File: config.mk
export PLATFORM = sky130hd
export DESIGN_NAME = ft_sbox_pipe
export DESIGN_NICKNAME = d
export VERILOG_FILES = /design/src/rtl/ft_sbox_pkg.sv /design/src/rtl/ft_sbox_stage.sv /design/src/rtl/ft_sbox_ctrl.sv /design/src/rtl/ft_sbox_pipe.sv
export SDC_FILE = /design/constraint.sdc
export NUM_CORES = 1
export LEC_CHECK = 0
export BUFFER_PORTS_ARGS = -buffer_cell sky130_fd_sc_hd__buf_2
export CELL_PAD_IN_SITES_DETAIL_PLACEMENT = 1
export CELL_PAD_IN_SITES_GLOBAL_PLACEMENT = 2
export CORE_UTILIZATION = 30
export CTS_CLUSTER_SIZE = 20
export DETAILED_ROUTE_END_ITERATION = 10
export PLACE_DENSITY_LB_ADDON = 0.15
export SLEW_MARGIN = 20
export SYNTH_ARGS = -nofsm -noshare
export SYNTH_HDL_FRONTEND = slang
export SYNTH_SLANG_ARGS = --single-unit
File: constraint.sdc
create_clock -name clk -period 4.18 [get_ports clk]
set_clock_uncertainty 0.1 [all_clocks]
set_input_delay 0.836 -clock clk [delete_from_list [all_inputs] [get_ports clk]]
set_output_delay 0.836 -clock clk [all_outputs]
set_load 0.03 [all_outputs]
File: src/rtl/ft_sbox_pkg.sv
package ft_sbox_pkg;

    localparam int NSTAGE = 4;
    localparam int BYTE_W = 8;
    localparam int NIB_W  = BYTE_W / 2;
    localparam int SDAT_W = 3 * NIB_W;
    localparam int MASK_W = NSTAGE * BYTE_W;

    typedef logic [NIB_W-1:0]  nib_t;
    typedef logic [BYTE_W-1:0] byte_t;

    typedef struct packed {
        logic              vld;
        logic [SDAT_W-1:0] dat;
    } slot_t;

    typedef struct packed {
        slot_t [NSTAGE-1:0] st;
    } pipe_t;

    // GF(2^4) product, field polynomial x^4 + x + 1
    function automatic nib_t gf4_mul(nib_t a, nib_t b);
        nib_t acc;
        nib_t sh;
        acc = '0;
        sh  = a;
        for (int i = 0; i < NIB_W; i++) begin
            if (b[i]) acc = acc ^ sh;
            sh = {sh[NIB_W-2:0], 1'b0} ^ (sh[NIB_W-1] ? 4'h3 : 4'h0);
        end
        return acc;
    endfunction

    function automatic nib_t gf4_sq(nib_t a);
        return gf4_mul(a, a);
    endfunction

    // a^14 is the inverse in GF(16); zero stays zero
    function automatic nib_t gf4_inv(nib_t a);
        nib_t a2, a4, a8;
        a2 = gf4_sq(a);
        a4 = gf4_sq(a2);
        a8 = gf4_sq(a4);
        return gf4_mul(gf4_mul(a8, a4), a2);
    endfunction

    // smallest constant that makes y^2 + y + c irreducible over GF(16)
    function automatic nib_t find_lambda();
        nib_t res;
        logic found;
        logic has_root;
        res   = '0;
        found = 1'b0;
        for (int c = 1; c < 16; c++) begin
            has_root = 1'b0;
            for (int t = 0; t < 16; t++) begin
                if ((gf4_sq(4'(t)) ^ 4'(t)) == 4'(c)) has_root = 1'b1;
            end
            if (!has_root && !found) begin
                res   = 4'(c);
                found = 1'b1;
            end
        end
        return res;
    endfunction

    localparam nib_t LAMBDA = find_lambda();

    // composite-field product, element = hi*y + lo, y^2 = y + LAMBDA
    function automatic byte_t gfc_mul(byte_t a, byte_t b);
        nib_t hh;
        byte_t r;
        hh = gf4_mul(a[7:4], b[7:4]);
        r[7:4] = hh ^ gf4_mul(a[7:4], b[3:0]) ^ gf4_mul(a[3:0], b[7:4]);
        r[3:0] = gf4_mul(hh, LAMBDA) ^ gf4_mul(a[3:0], b[3:0]);
        return r;
    endfunction

    // linear map given by its eight columns
    function automatic byte_t mat_apply(logic [BYTE_W*BYTE_W-1:0] cols, byte_t v);
        byte_t r;
        r = '0;
        for (int i = 0; i < BYTE_W; i++) begin
            if (v[i]) r = r ^ cols[i*BYTE_W +: BYTE_W];
        end
        return r;
    endfunction

    // columns are powers of a root of the AES polynomial in the composite field
    function automatic logic [BYTE_W*BYTE_W-1:0] iso_cols();
        logic [BYTE_W*BYTE_W-1:0] cols;
        byte_t beta, c, c2, c3, c4, c8, p;
        logic found;
        beta  = 8'h02;
        found = 1'b0;
        for (int k = 2; k < 256; k++) begin
            c  = 8'(k);
            c2 = gfc_mul(c, c);
            c3 = gfc_mul(c2, c);
            c4 = gfc_mul(c2, c2);
            c8 = gfc_mul(c4, c4);
            p  = c8 ^ c4 ^ c3 ^ c ^ 8'h01;
            if (p == 8'h00 && !found) begin
                beta  = c;
                found = 1'b1;
            end
        end
        p = 8'h01;
        for (int i = 0; i < BYTE_W; i++) begin
            cols[i*BYTE_W +: BYTE_W] = p;
            p = gfc_mul(p, beta);
        end
        return cols;
    endfunction

    localparam logic [BYTE_W*BYTE_W-1:0] ISO_COLS = iso_cols();

    function automatic logic [BYTE_W*BYTE_W-1:0] iso_inv_cols();
        logic [BYTE_W*BYTE_W-1:0] res;
        byte_t t;
        res = '0;
        for (int v = 0; v < 256; v++) begin
            t = mat_apply(ISO_COLS, 8'(v));
            for (int j = 0; j < BYTE_W; j++) begin
                if (t == (8'h01 << j)) res[j*BYTE_W +: BYTE_W] = 8'(v);
            end
        end
        return res;
    endfunction

    localparam logic [BYTE_W*BYTE_W-1:0] ISO_INV_COLS = iso_inv_cols();

    function automatic byte_t aes_affine(byte_t x);
        byte_t r;
        for (int i = 0; i < BYTE_W; i++) begin
            r[i] = x[i] ^ x[(i+4)%BYTE_W] ^ x[(i+5)%BYTE_W]
                 ^ x[(i+6)%BYTE_W] ^ x[(i+7)%BYTE_W];
        end
        return r ^ 8'h63;
    endfunction

endpackage

File: src/rtl/ft_sbox_stage.sv
module ft_sbox_stage
    import ft_sbox_pkg::*;
#(
    parameter int IDX = 0
) (
    input  logic [SDAT_W-1:0] in_dat,
    input  logic [BYTE_W-1:0] flip,
    output logic [SDAT_W-1:0] out_dat
);

    localparam int PAD_W = SDAT_W - BYTE_W;

    logic [SDAT_W-1:0] raw;

    generate
        if (IDX == 0) begin : g_map
            logic unused_hi;
            assign unused_hi = ^in_dat[SDAT_W-1:BYTE_W];
            always_comb begin
                raw = {{PAD_W{1'b0}}, mat_apply(ISO_COLS, in_dat[BYTE_W-1:0])};
            end
        end else if (IDX == 1) begin : g_norm
            logic unused_hi;
            nib_t ah, al, dl;
            assign unused_hi = ^in_dat[SDAT_W-1:BYTE_W];
            always_comb begin
                ah  = in_dat[2*NIB_W-1:NIB_W];
                al  = in_dat[NIB_W-1:0];
                dl  = gf4_mul(gf4_sq(ah), LAMBDA) ^ gf4_mul(ah, al) ^ gf4_sq(al);
                raw = {ah, al, dl};
            end
        end else if (IDX == 2) begin : g_inv
            nib_t dl, di;
            always_comb begin
                dl  = in_dat[NIB_W-1:0];
                di  = gf4_inv(dl);
                raw = {in_dat[SDAT_W-1:NIB_W], di};
            end
            always_comb begin
                if (dl != '0) begin
                    assert_nib_inverse_R1 : assert (gf4_mul(dl, di) == 4'h1);
                end
            end
        end else begin : g_out
            nib_t ah, al, di;
            byte_t prod;
            always_comb begin
                ah   = in_dat[3*NIB_W-1:2*NIB_W];
                al   = in_dat[2*NIB_W-1:NIB_W];
                di   = in_dat[NIB_W-1:0];
                prod = {gf4_mul(ah, di), gf4_mul(ah ^ al, di)};
                raw  = {{PAD_W{1'b0}}, aes_affine(mat_apply(ISO_INV_COLS, prod))};
            end
        end
    endgenerate

    assign out_dat = raw ^ {{PAD_W{1'b0}}, flip};

endmodule

File: src/rtl/ft_sbox_ctrl.sv
module ft_sbox_ctrl #(
    parameter int N = 4
) (
    input  logic [N-1:0] err,
    output logic         stall,
    output logic         in_ready
);

    always_comb begin
        stall    = |err;
        in_ready = ~stall;
    end

endmodule

File: src/rtl/ft_sbox_pipe.sv
module ft_sbox_pipe
    import ft_sbox_pkg::*;
(
    input  logic              clk,
    input  logic              rst,
    input  logic              in_valid,
    input  logic [BYTE_W-1:0] in_byte,
    output logic              in_ready,
    output logic              out_valid,
    output logic [BYTE_W-1:0] out_byte,
    input  logic [MASK_W-1:0] fault_mask,
    output logic [NSTAGE-1:0] stage_err,
    output logic              stall
);

    localparam int PAD_W = SDAT_W - BYTE_W;

    pipe_t pipe_d, pipe_q;

    logic [SDAT_W-1:0] src_dat [NSTAGE];
    logic              src_vld [NSTAGE];
    logic [SDAT_W-1:0] res_a   [NSTAGE];
    logic [SDAT_W-1:0] res_b   [NSTAGE];

    genvar k;
    generate
        for (k = 0; k < NSTAGE; k++) begin : g_stage
            if (k == 0) begin : g_src_in
                assign src_dat[k] = {{PAD_W{1'b0}}, in_byte};
                assign src_vld[k] = in_valid;
            end else begin : g_src_reg
                assign src_dat[k] = pipe_q.st[k-1].dat;
                assign src_vld[k] = pipe_q.st[k-1].vld;
            end

            ft_sbox_stage #(.IDX(k)) u_cpy_a (
                .in_dat (src_dat[k]),
                .flip   ({BYTE_W{1'b0}}),
                .out_dat(res_a[k])
            );

            ft_sbox_stage #(.IDX(k)) u_cpy_b (
                .in_dat (src_dat[k]),
                .flip   (fault_mask[k*BYTE_W +: BYTE_W]),
                .out_dat(res_b[k])
            );

            assign stage_err[k] = src_vld[k] & (res_a[k] != res_b[k]);

            // identical copies can only part through an injected mask
            assert_err_from_mask_R3 : assert property (@(posedge clk) disable iff (rst)
                stage_err[k] |-> (fault_mask[k*BYTE_W +: BYTE_W] != '0));
        end
    endgenerate

    ft_sbox_ctrl #(.N(NSTAGE)) u_ctrl (
        .err     (stage_err),
        .stall   (stall),
        .in_ready(in_ready)
    );

    always_comb begin
        pipe_d = pipe_q;
        if (!stall) begin
            for (int s = 0; s < NSTAGE; s++) begin
                pipe_d.st[s].vld = src_vld[s];
                pipe_d.st[s].dat = res_a[s];
            end
        end else begin
            pipe_d.st[NSTAGE-1].vld = 1'b0;
        end
    end

    always_ff @(posedge clk) begin
        if (rst) pipe_q <= '0;
        else     pipe_q <= pipe_d;
    end

    assign out_valid = pipe_q.st[NSTAGE-1].vld;
    assign out_byte  = pipe_q.st[NSTAGE-1].dat[BYTE_W-1:0];

    logic unused_top;
    assign unused_top = ^pipe_q.st[NSTAGE-1].dat[SDAT_W-1:BYTE_W];

    assert_hold_on_stall_R5 : assert property (@(posedge clk) disable iff (rst)
        stall |=> $stable(pipe_q.st[NSTAGE-2:0]));

    assert_silent_on_stall_R5 : assert property (@(posedge clk) disable iff (rst)
        stall |=> !out_valid);

    assert_accept_loads_R2 : assert property (@(posedge clk) disable iff (rst)
        (in_valid && in_ready) |=> pipe_q.st[0].vld);

    assert_blocked_input_R4 : assert property (@(posedge clk) disable iff (rst)
        (stage_err != '0) |-> (!in_ready && stall));

    assert_reset_empty_R8 : assert property (@(posedge clk) disable iff (rst)
        $past(rst) |-> !out_valid);

endmodule

==> results of run 1 <==
-- cells by family after synthesis --
family | share of synthesized area [%]
fa+ha+maj | 2.65
flops | 20.7
xor+xnor | 22.8
compound gates | 22.1
mux | 3.24
buf+inv | 7.00
simple gates | 21.4
-- metrics by stage --
stage,worst slack [ps],instance area (um2),power [W],TNS (ps)
2_1_floorplan,4.32,4310,0.00206,0
3_3_place_gp,38.8,4790,0.00250,0
3_5_place_dp,-219,4790,0.00254,-458
4_1_cts,1.06,4980,0.00302,0
5_1_grt,-149,5170,0.00339,-339
6_report,50.7,5170,0.00312,0
-- cell usage in the layout (no fill, tap or decap), types with 3 or more instances in the layout --
cell type,netlist,routed
or3_1,6,6
buf_4,9,43
ha_4,0,3
inv_1,8,7
o22ai_1,6,6
nand2_1,112,111
o21ai_0,16,16
nand2b_1,6,6
nor4_1,10,10
nor3_1,6,6
mux2i_1,7,6
inv_2,2,3
nand3_1,4,4
xor2_1,29,27
ha_1,9,5
nor3b_1,4,4
nor2b_1,5,5
o211ai_1,7,7
buf_2,4,57
a21boi_0,4,4
a21oi_1,48,47
o21a_1,3,3
nor2_1,43,42
a22oi_1,7,7
xnor2_1,66,63
clkbuf_16,0,5
xnor2_2,2,3
a311oi_1,3,3
dfxtp_1,44,41
a211oi_1,13,13
xor2_2,1,3
o2111ai_1,4,4
-- metal layers --
| layer | track usage [%] | share of wire [%] |
|---|---|---|
| met1 | 22.7 | 47 |
| met2 | 33.3 | 50 |
| met3 | 2.21 | 2.3 |
| met4 | 4.40 | 0.94 |
| met5 | 0 | 0 |
-- cell usage after synthesis, types with 3 or more instances --
cell,number
nand2_1,112
xnor2_1,66
a21oi_1,48
dfxtp_1,44
nor2_1,43
clkbuf_1,37
xor2_1,29
o21ai_0,16
a211oi_1,13
nor4_1,10
buf_4,9
ha_1,9
inv_1,8
a22oi_1,7
mux2i_1,7
o211ai_1,7
nand2b_1,6
nor3_1,6
o22ai_1,6
or3_1,6
nor2b_1,5
a21boi_0,4
buf_2,4
nand3_1,4
nor3b_1,4
o2111ai_1,4
xnor3_1,4
a311oi_1,3
a32oi_1,3
buf_1,3
o21a_1,3
-- what timing repair did --
item                                    4_1_cts  5_1_grt
pin swaps                                     2       14
resized for setup                             2       24
buffers inserted                              5        8
endpoints found under the setup margin        3        4
-- critical path, stage by stage, from the launching register on --
cell and delay (ps):
dfxtp_4 360, ha_4 330, xor2_2 160, o22a_1 170, nand2_2 100, ha_4 280, xnor3_2 280, nor3_4 310
xnor2_2 180, mux2i_1 250, xnor3_2 520, xor2_2 210, nor2_1 70, xor2_1 170, or3_1 300, a311oi_1 240
-- power breakdown --
group / switching (W) / total [W] / internal, W
combinational: 0.00117 / 0.00217 / 0.00100
clock: 0.000177 / 0.000394 / 0.000217
sequential: 0.0000876 / 0.000557 / 0.000469
-- sequential cells by signal (all words and copies together), names as in the netlist --
signal and count:
pipe_q 35, out_valid 1, out_byte 8
-- path summary, 6_finish.rpt --
kind | startpoint | end | slack (ps)
setup / recovery | pipe_q[13] | pipe_q[27] | 50
hold / removal | pipe_q[21] | pipe_q[34] | 350
hold reg to reg | pipe_q[21] | pipe_q[34] | 350
setup reg to reg | pipe_q[13] | pipe_q[27] | 50
-- area by class of cell --
class / count / area (um2) / area share (%)
repair buffers: 102 / 634 / 12.3
clock inverters: 2 / 12.5 / 0.242
inverters: 10 / 37.5 / 0.726
multi-input cells: 468 / 3240 / 62.8
clock buffers: 5 / 125 / 2.42
flip-flops and latches: 44 / 890 / 17.2
well taps: 180 / 225 / 4.36
==> out/summary.txt, run 1 <==
Largest net degree at the start of global routing: 54
Worst-case clock buffer depth: 2
Distinct cells, synth: 66
Share of layout cells above drive strength 1: 23.9%
Post-synth EDFFs: 0
Fmax: 242 MHz
First-pass GRT wire length: 21,500 um
Vias in the first global route: 4,360
Register area share after synthesis: 20.7%
Die Y: 121 um
Synth area leader: dfxtp_1
Synthesized Nets: 629
CP Max Fanout: 6
Final Cycle Share: 98.8%
Critical Path AT: 4240 ps
DP Cell Count: 791
I/O pins: 58
Layout filler cell count: 1,681
Reg2Reg Depth: 15
Total of max-cap violations: 0
Endpoints failing setup: 0
Antenna Nets Post-Route: 0
Endpoints failing hold: 0
DR vias/cell: 5.10
Vias: 4,133
Setup crit end kind: flip-flop
Power per cell area: 604 nW/um2
Yosys reg bits: 44
Gate count of the mapped netlist: 577
Die ar.: 14,700 um2
# diodes: 0
Final core area utilization: 37.4%
CTS tree: built
Critical Path RT: 4290 ps
Synthesis-to-finish area growth: 21.6%
Placed wire-length estimate: 9480 um
Cts hold-fix bufs: 0
Tmin final: 4130 ps
VDD IR max: 0.486 mV
Least-Margin Pin Slew: 840 ps
DR iter-0 viols: 138
Worst Hold Slack: 354 ps
Non-filler instance count after layout: 811
Top FF cell, synth: dfxtp_1
All-Layer GR Usage: 18.3%
Synth top area share: 20.7%
DR DRC count: 0
Die width: 121 um
Status: finished, final reports clean
Avg Cell Area, Syn: 7.37 um2
Gpl congestion: 0.867
Netlist Area Pre-Place: 4250 um2
Core Area: 13,800 um2
Async set or reset register ratio after synthesis: 0%
Layout Nets: 683
IO Port Bufs: 57
Hold depth: 2
Routed wire length: 12,700 um
Crit start category: flip-flop
CTS H-tree lvls: 2
Num CTS Buffers: 5
Initial antenna violation count: 0
Clock Sink Count: 44
Initial Util: 30.7%
Static Leak: 1.98 nW
Rel. slew slack: 44.0%
Std-Cell Rows: 43
Crit Path Category: reg2reg
Slew Limit Fails: 0
Synth top area cells: dfxtp_1, xnor2_1, nand2_1
Clock slew at reported path FFs: 70 ps
Clk_lat worst skew: 300 ps
Routed length per instance: 15.7 um
Drt pass-1 iters: 4
Root Buffer: clkbuf_16
RSZ-0062 raised after global routing: true
Grt total ovfl: 0
Ys Warns: 0
Hold WC Path Type: reg2reg
Power figures use the tool's default switching activity.
==> run 2: changes to the inputs <==
CORE_MARGIN = 2   (was default)
==> run 2 against run 1 <==
Effect of this change:
- total power increased by 5.3%
- largest power group unchanged
- largest cell class unchanged
- clock-buffer cell count increased by 2
- combinational power increased by 4%
- utilization rose by 0.49 points
- worst setup slack better by 84 ps
==> out/summary.txt, run 2 (synthesized netlist as in run 1, its figures left out) <==
Die width: 123 um
HP Start: pipe_q[18]
VDD IR max: 0.455 mV
Initial antenna violation count: 0
Reg area: 887 um2
Largest net degree at the start of global routing: 54
Crit Path Category: reg2reg
DP Cell Count: 791
Routed wire length: 12,600 um
Grt total ovfl: 0
FF-to-FF Start: pipe_q[13]
CP Max Fanout: 6
Worst-case clock buffer depth: 2
Initial Util: 30.6%
Num CTS Buffers: 5
CTS H-tree lvls: 2
Drt pass-1 iters: 4
Crit start category: flip-flop
Critical Path RT: 4290 ps
Cts hold-fix bufs: 0
Power per cell area: 626 nW/um2
DR vias/cell: 5.14
DR DRC count: 0
Die ar.: 15,100 um2
Share of layout cells above drive strength 1: 24.7%
Final core area utilization: 37.9%
Setup tns final: 0 ps
Routed length per instance: 15.5 um
Slew Limit Fails: 0
Worst path cell trace: ha_4 -> buf_4 -> nor2_2 -> o21ai_4 -> nand2_2 -> ha_4 -> xnor3_2 -> nor3_4 -> buf_6 -> xnor2_4 -> mux2_4 -> o2111ai_2 -> a21boi_4 -> xnor2_1 -> o211a_1 -> or3_4 -> a311oi_2
Root Buffer: clkbuf_16
Vias: 4,167
Critical Path AT: 4150 ps
Status: finished, final reports clean
Layout filler cell count: 1,718
All-Layer GR Usage: 17.3%
Reg2Reg Depth: 17
Critical path depth: 17
CTS tree: built
Vias in the first global route: 4,333
Worst Hold Slack: 353 ps
RSZ-0062 raised after global routing: true
Worst path slowest cell: dfxtp_4
R2r setup slk: 130 ps
Hold depth: 2
I/O pins: 58
Commonest non-fill, non-tap cells in the layout: nand2_1, xnor2_1, buf_2, a21oi_1, nor2_1
# diodes: 0
Static Leak: 2.01 nW
DR iter-0 viols: 181
Total of max-cap violations: 0
Endpoints failing hold: 0
Final Cycle Share: 96.8%
First-pass GRT wire length: 21,000 um
Synthesis-to-finish area growth: 23.6%
Max reg flops: 35
Hold WC Path Type: reg2reg
Least-Margin Pin Slew: 862 ps
Rel. slew slack: 42.5%
Fmax: 247 MHz
Non-filler instance count after layout: 811
Antenna Nets Post-Route: 0
Die Y: 123 um
IO Port Bufs: 57
Gpl congestion: 0.848
Worst path most repeated cell: ha_4
Endpoints failing setup: 0
Layout Nets: 682
CP delay by family, top: compound AO/OA/AOI/OAI gates
Core Area: 13,900 um2
Setup crit end kind: flip-flop
Crit path from: pipe_q[13]
Clk_lat worst skew: 290 ps
Placed wire-length estimate: 9360 um
Largest register by flop count: pipe_q
Std-Cell Rows: 43
Largest stage delay, worst path: 350 ps
Buffers & Inverters on Critical Path: 2
Most common cell after layout, fill and taps aside: nand2_1
Clock slew at reported path FFs: 70 ps
Clock Sink Count: 44
Tmin final: 4050 ps
Area of the multi-input gates: 3290 um2
==> run 2: repair_timing <==
action | 4_1_cts | 5_1_grt
resized for setup | 4 | 31
endpoints found under the hold margin | 0 | 0
endpoints found under the setup margin | 2 | 3
buffers inserted | 5 | 7
pin swaps | 3 | 17
==> run 2: final cells by class <==
| type | instances | share of cell area (%) |
|---|---|---|
| clock buffers | 7 | 2.90 |
| clock inverters | 1 | 0.571 |
| inverters | 10 | 0.714 |
| multi-input cells | 468 | 62.6 |
| flip-flops and latches | 44 | 16.9 |
| well taps | 180 | 4.28 |
| repair buffers | 101 | 12.1 |
==> run 2: stage by stage <==
step	cell area, um2	total power (W)	worst slack [ps]
detailed placement	4790	0.00254	-125
global route	5260	0.00355	-58.5
finish	5260	0.00329	135
floorplan	4310	0.00206	4.32
CTS	5040	0.00311	22.1
global placement	4790	0.00249	44.8
==> run 2: worst paths after layout <==
kind | end
min reg2reg | pipe_q[31]
max reg2reg | pipe_q[28]
min | pipe_q[31]
max | pipe_q[28]
==> run 2: layer usage <==
layer / vias to the layer above / global-route usage [%] / share of wire [%]
met4: 0 / 4.47 / 1.0
li1: 2076 / - / -
met5: - / 0 / 0
met1: 2022 / 21.8 / 46
met2: 61 / 30.9 / 50
met3: 8 / 2.21 / 2.6
==> run 2: worst reg2reg max path, stage by stage (launching register included) <==
cell and delay, ps:
dfxtp_4 350, ha_4 310, buf_4 140, nor2_2 50
o21ai_4 160, nand2_2 110, ha_4 290, xnor3_2 280
nor3_4 200, buf_6 160, xnor2_4 140, mux2_4 330
o2111ai_2 80, a21boi_4 320, xnor2_1 120, o211a_1 240
or3_4 320, a311oi_2 250
==> run 2: power breakdown <==
part | internal (W) | total [W] | switching (W)
Clock | 0.000315 | 0.000488 | 0.000173
Combinational | 0.00105 | 0.00225 | 0.00120
Sequential | 0.000469 | 0.000553 | 0.0000837
==> run 3: changes to the inputs <==
MAX_ROUTING_LAYER = met4   (was default)
==> run 3 against run 2 <==
Effect of this change:
- cell count unchanged
- hold slack improved by 0.71 ps
- first-iteration DRC count increased by 1.7%
- clock power about the same
- critical path type unchanged
- critical endpoint unchanged
==> out/summary.txt, run 3 (synthesized netlist as in run 1, its figures left out) <==
Clock slew at reported path FFs: 70 ps
Max reg flops: 35
Share of layout cells above drive strength 1: 24.7%
Critical Path AT: 4150 ps
Setup crit end kind: flip-flop
Critical Path RT: 4290 ps
Least-Margin Pin Slew: 840 ps
Worst path slowest cell: dfxtp_4
Initial antenna violation count: 0
Gpl congestion: 0.862
Antenna Nets Post-Route: 0
Fmax: 247 MHz
Rel. slew slack: 44.0%
Worst path most repeated cell: ha_4
I/O pins: 58
Final core area utilization: 37.9%
First-pass GRT wire length: 21,000 um
Routed wire length: 12,600 um
Clk_lat worst skew: 290 ps
Initial Util: 30.6%
# diodes: 0
Status: finished, final reports clean
Hold WC Path Type: reg2reg
IO Port Bufs: 57
Routed length per instance: 15.6 um
Placed wire-length estimate: 9360 um
Largest stage delay, worst path: 350 ps
Buffers & Inverters on Critical Path: 2
Crit Path Category: reg2reg
Die width: 123 um
Worst-case clock buffer depth: 2
Drt pass-1 iters: 4
Busiest metal layer after global routing: met2
Crit start category: flip-flop
Endpoints failing setup: 0
Slew Limit Fails: 0
Final Cycle Share: 96.8%
CTS H-tree lvls: 2
Synthesis-to-finish area growth: 23.6%
Vias: 4,145
Most common cell after layout, fill and taps aside: nand2_1
Grt total ovfl: 0
Met1 Use GR: 21.9%
Layout Nets: 682
Static Leak: 2.01 nW
VDD IR max: 0.459 mV
Largest net degree at the start of global routing: 54
CTS tree: built
Clock Sink Count: 44
DR iter-0 viols: 184
Final Instance Area: 5260 um2
Cell Area, Placed: 4790 um2
Endpoints failing hold: 0
DR DRC count: 0
Total of max-cap violations: 0
Layout filler cell count: 1,718
Commonest non-fill, non-tap cells in the layout: nand2_1, xnor2_1, buf_2, a21oi_1, nor2_1
Met2 Usage GRT: 30.9%
Num CTS Buffers: 5
M3 GR Usage: 2.31%
CP delay by family, top: compound AO/OA/AOI/OAI gates
Tmin final: 4050 ps
Largest register by flop count: pipe_q
Worst path cell trace: ha_4 -> buf_4 -> nor2_2 -> o21ai_4 -> nand2_2 -> ha_4 -> xnor3_2 -> nor3_4 -> buf_6 -> xnor2_4 -> mux2_4 -> o2111ai_2 -> a21boi_4 -> xnor2_1 -> o211a_1 -> or3_4 -> a311oi_2
CP Max Fanout: 6
Root Buffer: clkbuf_16
Die ar.: 15,100 um2
Vias in the first global route: 4,325
Power per cell area: 626 nW/um2
Die Y: 123 um
Core Area: 13,900 um2
All-Layer GR Usage: 17.8%
Std-Cell Rows: 43
DR vias/cell: 5.11
RSZ-0062 raised after global routing: true
==> run 3: routing by layer <==
layer | up-vias | share of wire [%]
li1 | 2078 | -
met1 | 1998 | 46
met2 | 62 | 50
met3 | 7 | 2.8
met4 | 0 | 0.99
met5 | - | 0
==> run 3: repair_timing <==
action	in CTS	in global routing
hold buffers	0	0
endpoints found under the setup margin	2	3
setup buffers	5	7
cloned	0	0
pin swaps	3	17
resized for setup	4	31
hold endpoints to repair	0	0
==> run 3: final cells by class <==
class | instances | area, um2 | share of cell area [%]
clock buffer | 7 | 153 | 2.90
inverter | 10 | 37.5 | 0.714
clock inverter | 1 | 30.0 | 0.571
tap | 180 | 225 | 4.28
timing repair buffer | 101 | 634 | 12.1
sequential | 44 | 887 | 16.9
multi-input combinational | 468 | 3290 | 62.6
==> run 3: report_power, final <==
group          total [W]  internal (W)  switching (W)
clock           0.000488      0.000315       0.000173
combinational    0.00225       0.00105        0.00120
sequential      0.000552      0.000469      0.0000832
total            0.00329       0.00183        0.00146
==> run 3: worst paths after layout <==
path / startpoint / to / slack [ps] / depth (start not counted)
min: pipe_q[23] / pipe_q[36] / 350 / 2
max reg2reg: pipe_q[13] / pipe_q[28] / 130 / 17
min reg2reg: pipe_q[23] / pipe_q[36] / 350 / 2
max: pipe_q[13] / pipe_q[28] / 130 / 17
==> run 3: tightest hold or removal path, delay by kind of cell (launching register included) <==
family	cells	cell delay, ps
AOI/OAI and AO/OA	1	50
and+or+nand+nor	1	50
DFF	1	310
==> run 3: metrics by stage <==
stage               power [W]  cells  setup WS, ps  setup TNS (ps)  hold slack, ps
global route          0.00355    811         -58.5            -105             378
CTS                   0.00311    804          22.1               0             356
finish                0.00329    811           133               0             354
detailed placement    0.00254    791          -125            -226             348
global placement      0.00249    791          44.8               0             337
floorplan             0.00206    577          4.32               0             332
